==> src/rtl/sfp_pkg.sv <==
package sfp_pkg;

    typedef enum logic [2:0] {
        K_NONE   = 3'd0,
        K_REG_RD = 3'd1,
        K_REG_WR = 3'd2,
        K_FB_RD  = 3'd3,
        K_FB_WR  = 3'd4
    } kind_e;

    localparam logic [1:0] OP_REG_WR = 2'b11;
    localparam logic [1:0] OP_REG_RD = 2'b10;
    localparam logic [1:0] OP_FRAME  = 2'b01;
    localparam int         FB_DIR_BIT = 5;

endpackage

==> src/rtl/sfp_sync.sv <==
module sfp_sync #(
    parameter int               WIDTH  = 3,
    parameter int               STAGES = 2,
    parameter logic [WIDTH-1:0] INIT   = '0
) (
    input  logic             clk,
    input  logic             rst_n,
    input  logic [WIDTH-1:0] din,
    output logic [WIDTH-1:0] dout
);

    logic [WIDTH-1:0] stage_q [STAGES];

    generate
        for (genvar g = 0; g < STAGES; g++) begin : g_stage
            if (g == 0) begin : g_first
                always_ff @(posedge clk or negedge rst_n) begin
                    if (!rst_n) stage_q[g] <= INIT;
                    else        stage_q[g] <= din;
                end
            end else begin : g_next
                always_ff @(posedge clk or negedge rst_n) begin
                    if (!rst_n) stage_q[g] <= INIT;
                    else        stage_q[g] <= stage_q[g-1];
                end
            end
        end
    endgenerate

    assign dout = stage_q[STAGES-1];

endmodule

==> src/rtl/sfp_mem.sv <==
module sfp_mem #(
    parameter int DEPTH = 64,
    parameter int WIDTH = 8
) (
    input  logic                     clk,
    input  logic                     rst_n,
    input  logic                     we,
    input  logic [$clog2(DEPTH)-1:0] waddr,
    input  logic [WIDTH-1:0]         wdata,
    input  logic [$clog2(DEPTH)-1:0] raddr,
    output logic [WIDTH-1:0]         rdata
);

    logic [WIDTH-1:0] mem_d [DEPTH];
    logic [WIDTH-1:0] mem_q [DEPTH];

    always_comb begin
        mem_d = mem_q;
        if (we) mem_d[waddr] = wdata;
    end

    always_ff @(posedge clk or negedge rst_n) begin
        if (!rst_n) begin
            for (int i = 0; i < DEPTH; i++) mem_q[i] <= '0;
        end else begin
            mem_q <= mem_d;
        end
    end

    assign rdata = mem_q[raddr];

endmodule

==> src/rtl/sfp_seq.sv <==
module sfp_seq
    import sfp_pkg::*;
#(
    parameter int REG_DEPTH = 64,
    parameter int FB_DEPTH  = 128
) (
    input  logic                         clk,
    input  logic                         rst_n,
    input  logic                         cs_s,
    input  logic                         sck_s,
    input  logic                         mosi_s,
    input  logic [7:0]                   status_i,
    input  logic [7:0]                   lqi_i,
    output logic                         miso_o,
    output logic                         reg_we,
    output logic [$clog2(REG_DEPTH)-1:0] reg_waddr,
    output logic [7:0]                   reg_wdata,
    output logic [$clog2(REG_DEPTH)-1:0] reg_raddr,
    input  logic [7:0]                   reg_rdata,
    output logic                         fb_we,
    output logic [$clog2(FB_DEPTH)-1:0]  fb_waddr,
    output logic [7:0]                   fb_wdata,
    output logic [$clog2(FB_DEPTH)-1:0]  fb_raddr,
    input  logic [7:0]                   fb_rdata
);

    localparam int RA_W   = $clog2(REG_DEPTH);
    localparam int FA_W   = $clog2(FB_DEPTH);
    localparam int SLOT_W = $clog2(FB_DEPTH + 4) + 1;
    localparam logic [SLOT_W-1:0] SLOT_MAX = '1;
    localparam logic [SLOT_W-1:0] FB_LIM   = SLOT_W'(FB_DEPTH);

    typedef struct packed {
        logic              cs_prev;
        logic              sck_prev;
        logic [2:0]        bit_cnt;
        logic [6:0]        rx;
        logic [7:0]        tx;
        logic [7:0]        tx_nxt;
        logic [SLOT_W-1:0] slot;
        kind_e             kind;
        logic [RA_W-1:0]   addr;
        logic [7:0]        len;
    } st_t;

    st_t st_d, st_q;

    logic [7:0] cur_byte;
    logic       sck_rise;
    logic       sck_fall;

    assign cur_byte = {st_q.rx, mosi_s};
    assign sck_rise = !cs_s && sck_s && !st_q.sck_prev;
    assign sck_fall = !cs_s && !sck_s && st_q.sck_prev;

    always_comb begin
        logic [SLOT_W-1:0] pay;
        logic [SLOT_W-1:0] pidx;
        logic [SLOT_W-1:0] widx;

        st_d      = st_q;
        reg_we    = 1'b0;
        reg_waddr = st_q.addr;
        reg_wdata = cur_byte;
        reg_raddr = st_q.addr;
        fb_we     = 1'b0;
        fb_waddr  = '0;
        fb_wdata  = cur_byte;
        fb_raddr  = '0;

        pay  = (SLOT_W'(st_q.len) > FB_LIM) ? FB_LIM : SLOT_W'(st_q.len);
        pidx = st_q.slot - SLOT_W'(1);
        widx = st_q.slot - SLOT_W'(2);

        st_d.cs_prev  = cs_s;
        st_d.sck_prev = sck_s;

        if (cs_s) begin
            st_d.bit_cnt = '0;
            st_d.slot    = '0;
            st_d.kind    = K_NONE;
            st_d.rx      = '0;
            st_d.tx      = '0;
            st_d.tx_nxt  = '0;
        end else if (st_q.cs_prev) begin
            st_d.tx      = status_i;
            st_d.bit_cnt = '0;
            st_d.slot    = '0;
        end else if (sck_rise) begin
            st_d.rx      = cur_byte[6:0];
            st_d.bit_cnt = st_q.bit_cnt + 3'd1;
            if (st_q.bit_cnt == 3'd7) begin
                if (st_q.slot != SLOT_MAX) st_d.slot = st_q.slot + SLOT_W'(1);
                st_d.tx_nxt = '0;
                if (st_q.slot == '0) begin
                    unique case (cur_byte[7:6])
                        OP_REG_WR: st_d.kind = K_REG_WR;
                        OP_REG_RD: st_d.kind = K_REG_RD;
                        OP_FRAME:  st_d.kind = cur_byte[FB_DIR_BIT] ? K_FB_WR : K_FB_RD;
                        default:   st_d.kind = K_NONE;
                    endcase
                    st_d.addr = cur_byte[RA_W-1:0];
                    reg_raddr = cur_byte[RA_W-1:0];
                    if (st_d.kind == K_REG_RD)     st_d.tx_nxt = reg_rdata;
                    else if (st_d.kind == K_FB_RD) st_d.tx_nxt = st_q.len;
                end else begin
                    unique case (st_q.kind)
                        K_REG_WR: begin
                            if (st_q.slot == SLOT_W'(1)) reg_we = 1'b1;
                        end
                        K_FB_WR: begin
                            if (st_q.slot == SLOT_W'(1)) begin
                                st_d.len = cur_byte;
                            end else if (widx < FB_LIM) begin
                                fb_we    = 1'b1;
                                fb_waddr = widx[FA_W-1:0];
                            end
                        end
                        K_FB_RD: begin
                            if (pidx < pay) begin
                                fb_raddr    = pidx[FA_W-1:0];
                                st_d.tx_nxt = fb_rdata;
                            end else if (pidx == pay) begin
                                st_d.tx_nxt = lqi_i;
                            end
                        end
                        default: ;
                    endcase
                end
            end
        end else if (sck_fall) begin
            if (st_q.bit_cnt == 3'd0) st_d.tx = st_q.tx_nxt;
            else                      st_d.tx = {st_q.tx[6:0], 1'b0};
        end
    end

    always_ff @(posedge clk or negedge rst_n) begin
        if (!rst_n) begin
            st_q         <= '0;
            st_q.cs_prev <= 1'b1;
            st_q.kind    <= K_NONE;
        end else begin
            st_q <= st_d;
        end
    end

    assign miso_o = !cs_s && st_q.tx[7];

    // deselect clears the byte position and the decoded command
    p_idle_clear_r5: assert property (@(posedge clk) disable iff (!rst_n)
        cs_s |=> (st_q.slot == '0 && st_q.bit_cnt == 3'd0 && st_q.kind == K_NONE));

    // the status byte is captured on the select edge
    p_status_load_r2: assert property (@(posedge clk) disable iff (!rst_n)
        (st_q.cs_prev && !cs_s) |=> (st_q.tx == $past(status_i)));

    // a register store happens only for the first data byte of a write
    p_reg_write_slot_r3: assert property (@(posedge clk) disable iff (!rst_n)
        reg_we |-> (st_q.kind == K_REG_WR && st_q.slot == SLOT_W'(1) && sck_rise));

    // buffer stores only for payload bytes of a frame write
    p_fb_write_slot_r6: assert property (@(posedge clk) disable iff (!rst_n)
        fb_we |-> (st_q.kind == K_FB_WR && st_q.slot >= SLOT_W'(2)));

    // at most one storage area is written per cycle
    p_single_store_r3: assert property (@(posedge clk) disable iff (!rst_n)
        !(reg_we && fb_we));

    // the byte position only ever advances by one while selected
    p_slot_step_r1: assert property (@(posedge clk) disable iff (!rst_n)
        (!cs_s && !st_q.cs_prev && st_q.slot != SLOT_MAX) |=>
            (st_q.slot == $past(st_q.slot) || st_q.slot == $past(st_q.slot) + SLOT_W'(1)));

endmodule

==> src/rtl/spi_frame_port.sv <==
module spi_frame_port #(
    parameter int REG_DEPTH   = 64,
    parameter int FB_DEPTH    = 128,
    parameter int SYNC_STAGES = 2
) (
    input  logic       clk,
    input  logic       rst_n,
    input  logic       spi_sck_i,
    input  logic       spi_cs_n_i,
    input  logic       spi_mosi_i,
    output logic       spi_miso_o,
    input  logic [7:0] phy_status_i,
    input  logic [7:0] link_qual_i
);

    localparam int RA_W = $clog2(REG_DEPTH);
    localparam int FA_W = $clog2(FB_DEPTH);

    logic [2:0] pins_s;
    logic [RA_W-1:0] reg_waddr, reg_raddr;
    logic [FA_W-1:0] fb_waddr, fb_raddr;
    logic [7:0]      reg_wdata, reg_rdata, fb_wdata, fb_rdata;
    logic            reg_we, fb_we;

    sfp_sync #(
        .WIDTH  (3),
        .STAGES (SYNC_STAGES),
        .INIT   (3'b100)
    ) u_sync (
        .clk   (clk),
        .rst_n (rst_n),
        .din   ({spi_cs_n_i, spi_sck_i, spi_mosi_i}),
        .dout  (pins_s)
    );

    sfp_seq #(
        .REG_DEPTH (REG_DEPTH),
        .FB_DEPTH  (FB_DEPTH)
    ) u_seq (
        .clk       (clk),
        .rst_n     (rst_n),
        .cs_s      (pins_s[2]),
        .sck_s     (pins_s[1]),
        .mosi_s    (pins_s[0]),
        .status_i  (phy_status_i),
        .lqi_i     (link_qual_i),
        .miso_o    (spi_miso_o),
        .reg_we    (reg_we),
        .reg_waddr (reg_waddr),
        .reg_wdata (reg_wdata),
        .reg_raddr (reg_raddr),
        .reg_rdata (reg_rdata),
        .fb_we     (fb_we),
        .fb_waddr  (fb_waddr),
        .fb_wdata  (fb_wdata),
        .fb_raddr  (fb_raddr),
        .fb_rdata  (fb_rdata)
    );

    sfp_mem #(.DEPTH(REG_DEPTH), .WIDTH(8)) u_regs (
        .clk   (clk),
        .rst_n (rst_n),
        .we    (reg_we),
        .waddr (reg_waddr),
        .wdata (reg_wdata),
        .raddr (reg_raddr),
        .rdata (reg_rdata)
    );

    sfp_mem #(.DEPTH(FB_DEPTH), .WIDTH(8)) u_fbuf (
        .clk   (clk),
        .rst_n (rst_n),
        .we    (fb_we),
        .waddr (fb_waddr),
        .wdata (fb_wdata),
        .raddr (fb_raddr),
        .rdata (fb_rdata)
    );

endmodule

==> config.mk <==
export PLATFORM = sky130hd
export DESIGN_NAME = spi_frame_port
export DESIGN_NICKNAME = d
export VERILOG_FILES = /design/src/rtl/sfp_pkg.sv /design/src/rtl/sfp_sync.sv /design/src/rtl/sfp_mem.sv /design/src/rtl/sfp_seq.sv /design/src/rtl/spi_frame_port.sv
export SDC_FILE = /design/constraint.sdc
export NUM_CORES = 2
export LEC_CHECK = 0
export ABC_AREA = 1
export CAP_MARGIN = 20
export CORE_ASPECT_RATIO = 0.75
export CORE_MARGIN = 2
export CORE_UTILIZATION = 40
export DETAILED_ROUTE_END_ITERATION = 10
export PLACE_DENSITY_LB_ADDON = 0.12
export REMOVE_ABC_BUFFERS = 1
export SYNTH_ARGS = -nofsm -noshare
export SYNTH_HDL_FRONTEND = slang
export SYNTH_HIERARCHICAL = 1
export SYNTH_SLANG_ARGS = --single-unit
==> constraint.sdc <==
create_clock -name clk -period 4.3 [get_ports clk]
set_input_delay 0.86 -clock clk [delete_from_list [all_inputs] [get_ports clk]]
set_output_delay 0.86 -clock clk [all_outputs]
set_load 0.01 [all_outputs]
Word-level counts from Yosys, hierarchy flattened
Cells that the tools add are included.
{"block": "classes", "addsub": 4, "magnitude_cmp": 9, "n_eq_ne": 14, "mux": 79, "n_bitwise": 7, "reduce_logical": 26}
{"operator": "bitwise mux 1024 bit", "n": 1}
{"operator": "bitwise mux 512 bit", "n": 1}
{"operator": "two-way mux 8 bit", "n": 21}
{"operator": "two-way mux 7 bit", "n": 16}
{"operator": "two-way mux 34 bit", "n": 2}
{"operator": "binary-select mux 8 bit (select 7 bit)", "n": 1}
{"operator": "demux 8 bit (select 7 bit)", "n": 1}
{"operator": "binary-select mux 8 bit (select 6 bit)", "n": 1}
{"operator": "demux 8 bit (select 6 bit)", "n": 1}
{"operator": "two-way mux 38 bit", "n": 1}
{"operator": "two-way mux 6 bit", "n": 5}
{"operator": "two-way mux 9 bit", "n": 3}
{"operator": "two-way mux 3 bit", "n": 7}
{"operator": "two-way mux 17 bit", "n": 1}
{"operator": ">= comparator 8 bit (second input constant)", "n": 2}
{"operator": "NOT 7 -> 8 bit", "n": 2}
{"operator": "two-way mux 1 bit", "n": 15}
{"operator": ">= comparator 7 bit (second input constant)", "n": 2}
{"operator": "NOT 6 -> 7 bit", "n": 2}
{"operator": "nonzero test 3 bit", "n": 4}
{"operator": "two-way mux 10 bit", "n": 1}
{"operator": "adder 9 x 1 -> 9 bit (second input constant)", "n": 1}
{"operator": "== test 3 x 2 -> 1 bit (second input constant)", "n": 3}
{"operator": "== test 9 x 1 -> 1 bit (second input constant)", "n": 1}
{"operator": "other kinds (28)", "n": 44}
{"block": "word_totals", "ff_bits": 1596, "in_bits": 21, "out_inout_bits": 1, "word_cells": 343}

Logic depth before layout (Yosys ltp)
{"block": "depth", "word_depth": 21, "depth_mapped": 35, "mapped_depth_nobuf": 31}

Modules after synthesis
Netlist, hierarchy kept.
{"mod": "sfp_mem (u_fbuf)", "instances": 1, "cells_each": 5855, "area_each_um2": 46963.8, "seq_area_each_um2": 25624.6}
{"mod": "sfp_mem (u_regs)", "instances": 1, "cells_each": 2954, "area_each_um2": 23413.7, "seq_area_each_um2": 12812.3}
{"mod": "sfp_seq", "instances": 1, "cells_each": 491, "area_each_um2": 3721.1, "seq_area_each_um2": 1352.5}
{"mod": "sfp_sync", "instances": 1, "cells_each": 9, "area_each_um2": 175.2, "seq_area_each_um2": 152.6}

Worst setup path before layout
No wires, ideal clock.
{"block": "synth_timing", "path_type": "reg2reg", "from": "reg u_seq/st_q[17] (netlist name)", "to": "reg u_seq/st_q[26] (netlist name)", "setup_ns": 0.118, "arrival_time_ns": 3.778, "required_ns": 4.182, "path_slack_ns": 0.405, "path_stages_with_launch": 32, "path_buffers": 3, "period_less_slack_ns": 3.895, "cell_sequence": "dfrtp_1 -> inv_1 -> ha_1 -> nand2_1 -> xor2_1 -> inv_1 -> ha_1 -> nand2_1 -> inv_1 -> nand2_1 -> nand3_1 -> nand2_1 -> nand2_1 -> nand2_1 -> nand3_2 -> nor2_1 -> buf_2 -> clkbuf_1 -> clkbuf_1 -> nand3_1 -> nand3_1 -> nand3_1 -> nand2_1 -> nand2_1 -> nand3_1 -> nand2_1 -> nand2_1 -> nand2_1 -> inv_1 -> nand3_1 -> nand3_1 -> nand2_1"}
{"block": "synth_via", "elab_chain_len": 20, "word_cells_on_any_way": 33, "classes_between": "1 x add/sub; 1 x order compare; 1 x eq/ne; 27 x mux; 2 x bitwise; 1 x reduce/logical"}
{"element": "from (decl)", "line_no": "sfp_seq.sv:46", "source": "st_t st_d, st_q;"}
{"element": "from (signal assigned)", "line_no": "sfp_seq.sv:143", "source": "st_q <= st_d;"}
{"element": "subtractor 9 x 1 -> 9 bit", "line_no": "sfp_seq.sv:72", "source": "pidx = st_q.slot - SLOT_W'(1);"}
{"element": "< comparator 9 bit", "line_no": "sfp_seq.sv:120", "source": "if (pidx < pay) begin"}
{"element": "two-way mux 7 bit", "line_no": "sfp_seq.sv:120"}
{"element": "two-way mux 7 bit", "line_no": "sfp_seq.sv:107", "source": "unique case (st_q.kind)"}
{"element": "two-way mux 7 bit *", "line_no": "sfp_seq.sv:95", "source": "if (st_q.slot == '0) begin"}
{"element": "two-way mux 7 bit *", "line_no": "sfp_seq.sv:92", "source": "if (st_q.bit_cnt == 3'd7) begin"}
{"element": "two-way mux 7 bit *", "line_no": "sfp_seq.sv:89", "source": "end else if (sck_rise) begin"}
{"element": "two-way mux 7 bit *", "line_no": "sfp_seq.sv:85", "source": "end else if (st_q.cs_prev) begin"}
{"element": "[... 1 more ...]"}
{"element": "named net fb_raddr[1]", "line_no": "spi_frame_port.sv:21", "source": "logic [FA_W-1:0] fb_waddr, fb_raddr;"}
{"element": "[... 4 more ...]"}
{"element": "named net fb_rdata[0]", "line_no": "spi_frame_port.sv:22", "source": "logic [7:0] reg_wdata, reg_rdata, fb_wdata, fb_rdata;"}
{"element": "two-way mux 8 bit *", "line_no": "sfp_seq.sv:120"}
{"element": "two-way mux 8 bit *", "line_no": "sfp_seq.sv:107"}
{"element": "two-way mux 8 bit *", "line_no": "sfp_seq.sv:95"}
{"element": "two-way mux 34 bit *", "line_no": "sfp_seq.sv:92"}
{"element": "two-way mux 34 bit *", "line_no": "sfp_seq.sv:89"}
{"element": "two-way mux 8 bit *", "line_no": "sfp_seq.sv:85"}
{"element": "two-way mux 38 bit *", "line_no": "sfp_seq.sv:78", "source": "if (cs_s) begin"}
The timed path passes the listed nets; every way through them passes the cells marked *. The select of a mux whose other input is x is not followed.
A chain may end at the register's enable or synchronous reset.

Final worst setup path
{"block": "layout_timing", "from": "reg u_seq/st_q[21] (netlist name)", "to": "reg u_seq/st_q[28] (netlist name)"}
{"block": "layout_via", "word_cells_on_any_way": 33, "classes_between": "1 x add/sub; 1 x order compare; 1 x eq/ne; 27 x mux; 2 x bitwise; 1 x reduce/logical"}
{"element": "zero test 9 bit", "line_no": "sfp_seq.sv:95"}
{"element": "two-way mux 6 bit", "line_no": "sfp_seq.sv:95"}
{"element": "two-way mux 6 bit", "line_no": "sfp_seq.sv:92"}
{"element": "two-way mux 6 bit", "line_no": "sfp_seq.sv:89"}
{"element": "two-way mux 6 bit", "line_no": "sfp_seq.sv:85"}
{"element": "two-way mux 6 bit", "line_no": "sfp_seq.sv:78"}
{"element": "named net reg_raddr[1]", "line_no": "spi_frame_port.sv:20", "source": "logic [RA_W-1:0] reg_waddr, reg_raddr;"}
{"element": "NOT 6 -> 7 bit (implied by the code)", "line_no": "sfp_mem.sv:30", "source": "assign rdata = mem_q[raddr];"}
{"element": "binary-select mux 8 bit (select 6 bit)", "line_no": "sfp_mem.sv:30"}
{"element": "two-way mux 8 bit (implied by the code) (2 in series)", "line_no": "sfp_mem.sv:30"}
{"element": "named net reg_rdata[2]", "line_no": "spi_frame_port.sv:22"}
{"element": "two-way mux 8 bit", "line_no": "sfp_seq.sv:104", "source": "if (st_d.kind == K_REG_RD) st_d.tx_nxt = reg_rdata;"}
{"element": "two-way mux 8 bit", "line_no": "sfp_seq.sv:95"}
{"element": "two-way mux 34 bit", "line_no": "sfp_seq.sv:92"}
{"element": "two-way mux 34 bit", "line_no": "sfp_seq.sv:89"}
{"element": "two-way mux 8 bit", "line_no": "sfp_seq.sv:85"}
{"element": "two-way mux 38 bit", "line_no": "sfp_seq.sv:78"}
The timed path passes the listed nets, and every way through them passes these cells. The select of a mux whose other input is x is not followed.

==> impl_metrics.ini <==
[run_status]
status = complete, no violations

[clock_network]
ctsHoldBuffers = 0
clock_latency_ps = 820
cts_buffers = 169
clkSlewWorstSetupHoldPaths_ps = 70
h-tree-depth = 4
cts_sinks = 1596
cts_buffer_depth = 3
cts_root_buf = clkbuf_16
cts_tree = yes

[sta]
clock.fmax_mhz = 235
finalSetupViolCount = 0
slew_viol_final = 0
max_slew_margin_pct = 27.4
rsz0062_at_grt = yes
period_share_pct = 99.0
worst_pin_slew_ps = 1080
fin_crit_ps = 4260
hold_viol_final = 0
skew_ps = 56.6

[cells_and_area]
synthToLayoutAreaGrowth_pct = 14.7
final_cell_mix = nand2_1, dfrtp_1, nand3_1
post-route-cell-area_um2 = 85200
num-fill-cells = 18100
layout_commonest_cell = nand2_1
fin_cells = 11800
drive_gt1_share_pct = 9.87
register_area_um2 = 39900
nets = 9256
multi_input_area_um2 = 31000

[global_route]
grt_max_degree = 128
grt_pass1_vias = 60300
overflow = 0
track_usage_pct = 26.3
grt_pass1_wl_um = 385000
antenna_found_initial = 6

[detailed_routing]
routedWlPerCell_um = 21.2
vias_per_cell = 5.45
initialDrtViolationCount = 7855
antenna_left = 0
remaining_drc_errors = 0
route.vias.total = 64500
routed_wirelength_um = 251000
first_pass_iters = 6

[setup_path]
startpoint_type = flip-flop
required_ps = 5000
critPathArrivalTime_ps = 4960
endpoint_kind = flip-flop
criticalPathCategory = flip-flop to flip-flop
cp_max_fo = 26

[floorplan]
coreArea_um2 = 184000
die_area_um2 = 189000
initial_core_util_pct = 40.4
die_h_um = 377
placementRows = 136
ios = 22
die_x_um = 502

[logic_synthesis]
syn_area_um2 = 74300
ys_ff_latch = 1596
async_flop_share_pct = 100
synth-seq-area-share_pct = 53.8
synth_cells = 9309
dominantRegCellSynth = dfrtp_1
synth_edf_count = 0
syn_area_per_cell_um2 = 7.98
yosys_warnings = 6
synth_cell_types = 43

[pwr]
vdd_ir_drop_max_mv = 0.361
p_leak_nw = 37.7
p_total_mw = 30.6
p_per_area_nw_per_um2 = 359

[place]
dp_cells = 11500
place_congestion = 0.915
io_buffers = 21
hpwl_um = 155000
dpl_cell_area_um2 = 78800

[worst_hold_path]
hp-class = primary input to asynchronous set/reset pin

[run]
maxCapViolCount = 0
==> sequential cells by signal, summed over array words and instances, names as in the netlist <==
name and cells:
u_seq/st_q 41, u_fbuf/mem_q 1024, u_sync/stage_q 3, u_seq/reg_waddr 6
u_regs/mem_q 512, u_seq/fb_wdata 7, u_sync/dout 3
==> critical path: stages, from the launching register on <==
cell and delay [ps]:
dfrtp_1 480, buf_4 190, clkinv_2 50, buf_4 110, nand2_1 80, nor2_4 180, nand4_2 130, inv_2 90
nand2_2 140, buf_4 250, nand2_1 130, o21ai_4 130, inv_4 210, buf_12 220, nand3_1 90, nand3_1 100
nand2_1 70, nand2_1 50, nand3_1 310, nand3_1 270, nand2_1 140, a22oi_1 250, o21ai_0 140, buf_4 140
inv_1 90, nand2_1 70
==> cells in the mapped netlist, types with 2 or more instances <==
| cell | n | area (um2) |
|---|---|---|
| a21oi_1 | 211 | 1060 |
| a22oi_1 | 8 | 60.1 |
| a31oi_1 | 9 | 56.3 |
| buf_1 | 59 | 221 |
| buf_2 | 101 | 505 |
| buf_4 | 28 | 210 |
| buf_6 | 30 | 338 |
| clkbuf_1 | 505 | 1900 |
| clkinv_1 | 14 | 52.6 |
| dfrtp_1 | 1593 | 39900 |
| dfstp_2 | 3 | 78.8 |
| ha_1 | 19 | 238 |
| inv_1 | 111 | 417 |
| inv_2 | 13 | 48.8 |
| inv_4 | 2 | 12.5 |
| nand2_1 | 3401 | 12800 |
| nand2_2 | 7 | 43.8 |
| nand2_4 | 39 | 439 |
| nand3_1 | 1399 | 7000 |
| nand3_2 | 3 | 30.0 |
| nand4_1 | 3 | 18.8 |
| nor2_1 | 252 | 946 |
| nor2_2 | 22 | 138 |
| nor2_4 | 8 | 90.1 |
| nor2_8 | 2 | 40.0 |
| nor3_1 | 21 | 105 |
| nor3_2 | 12 | 120 |
| nor4_4 | 12 | 255 |
| o211ai_1 | 5 | 37.5 |
| o21ai_0 | 1279 | 6400 |
| o21ai_1 | 105 | 526 |
| o21ai_2 | 8 | 70.1 |
| o22ai_1 | 8 | 50.1 |
| o31ai_1 | 2 | 15.0 |
| xor2_1 | 7 | 61.3 |
==> cell type report <==
type / instances / area share, %
clock inverter: 48 / 0.744
multi-input combinational: 6849 / 36.4
tap: 2484 / 3.65
clock buffer: 259 / 5.90
sequential: 1596 / 46.9
antenna: 1 / 0.00294
inverter: 141 / 0.727
timing repair buffer: 459 / 5.76
==> logic make-up (layout without fill, tap and decap cells) <==
group,Yosys count,after routing,synth area share [%]
xor+xnor,8,8,0.0943
compound gates,1638,1638,11.2
flops,1596,1596,53.8
simple gates,5184,5184,29.6
other cells,0,1,0
buf+inv,864,907,4.99
fa+ha+maj,19,19,0.320
==> worst paths after layout <==
kind,startpoint,endpoint,slack (ps),depth (start not counted)
max in group asynchronous,rst_n,u_fbuf/mem_q[422],3020,2
max,u_seq/st_q[21],u_seq/st_q[28],40,25
min reg2reg,u_sync/stage_q[5],u_sync/dout[2],360,0
min in group clk,u_sync/stage_q[5],u_sync/dout[2],360,0
min,rst_n,u_regs/mem_q[223],30,1
max reg2reg,u_seq/st_q[21],u_seq/st_q[28],40,25
==> through the flow <==
stage | setup slack (ps) | setup TNS [ps] | util [%] | hold WS (ps)
after floorplan | -47690 | -381450 | - | 331
after global placement | -156 | -906 | 42.8 | 344
after detailed placement | -77.0 | -468 | 42.8 | 337
after CTS | -1.63 | -1.63 | 46.1 | 21.9
after global routing | -133 | -950 | 46.3 | 37.5
final | 42.5 | 0 | 46.3 | 26.2
==> repair_timing <==
action                                 CTS  global route
endpoints found under the hold margin    0             0
pin swaps                                3             2
gates cloned                             3             4
setup endpoints to repair                8             8
setup buffers                            5             1
resized for setup                       42            71
==> power by group <==
part           total (mW)  switching [mW]  internal [mW]
logic               0.496           0.422         0.0738
clock network        15.1            6.51           8.55
registers            15.0          0.0103           15.0
==> per-layer routing <==
metal  GRT usage (%)  part of all wire (%)  routed length, um
met4            4.77                   1.5               3880
met3            5.86                   8.8              22100
met5               0                     0                  0
met2            36.3                    41             102000
met1            41.9                    49             123000
(Power assumes the default switching activity.)
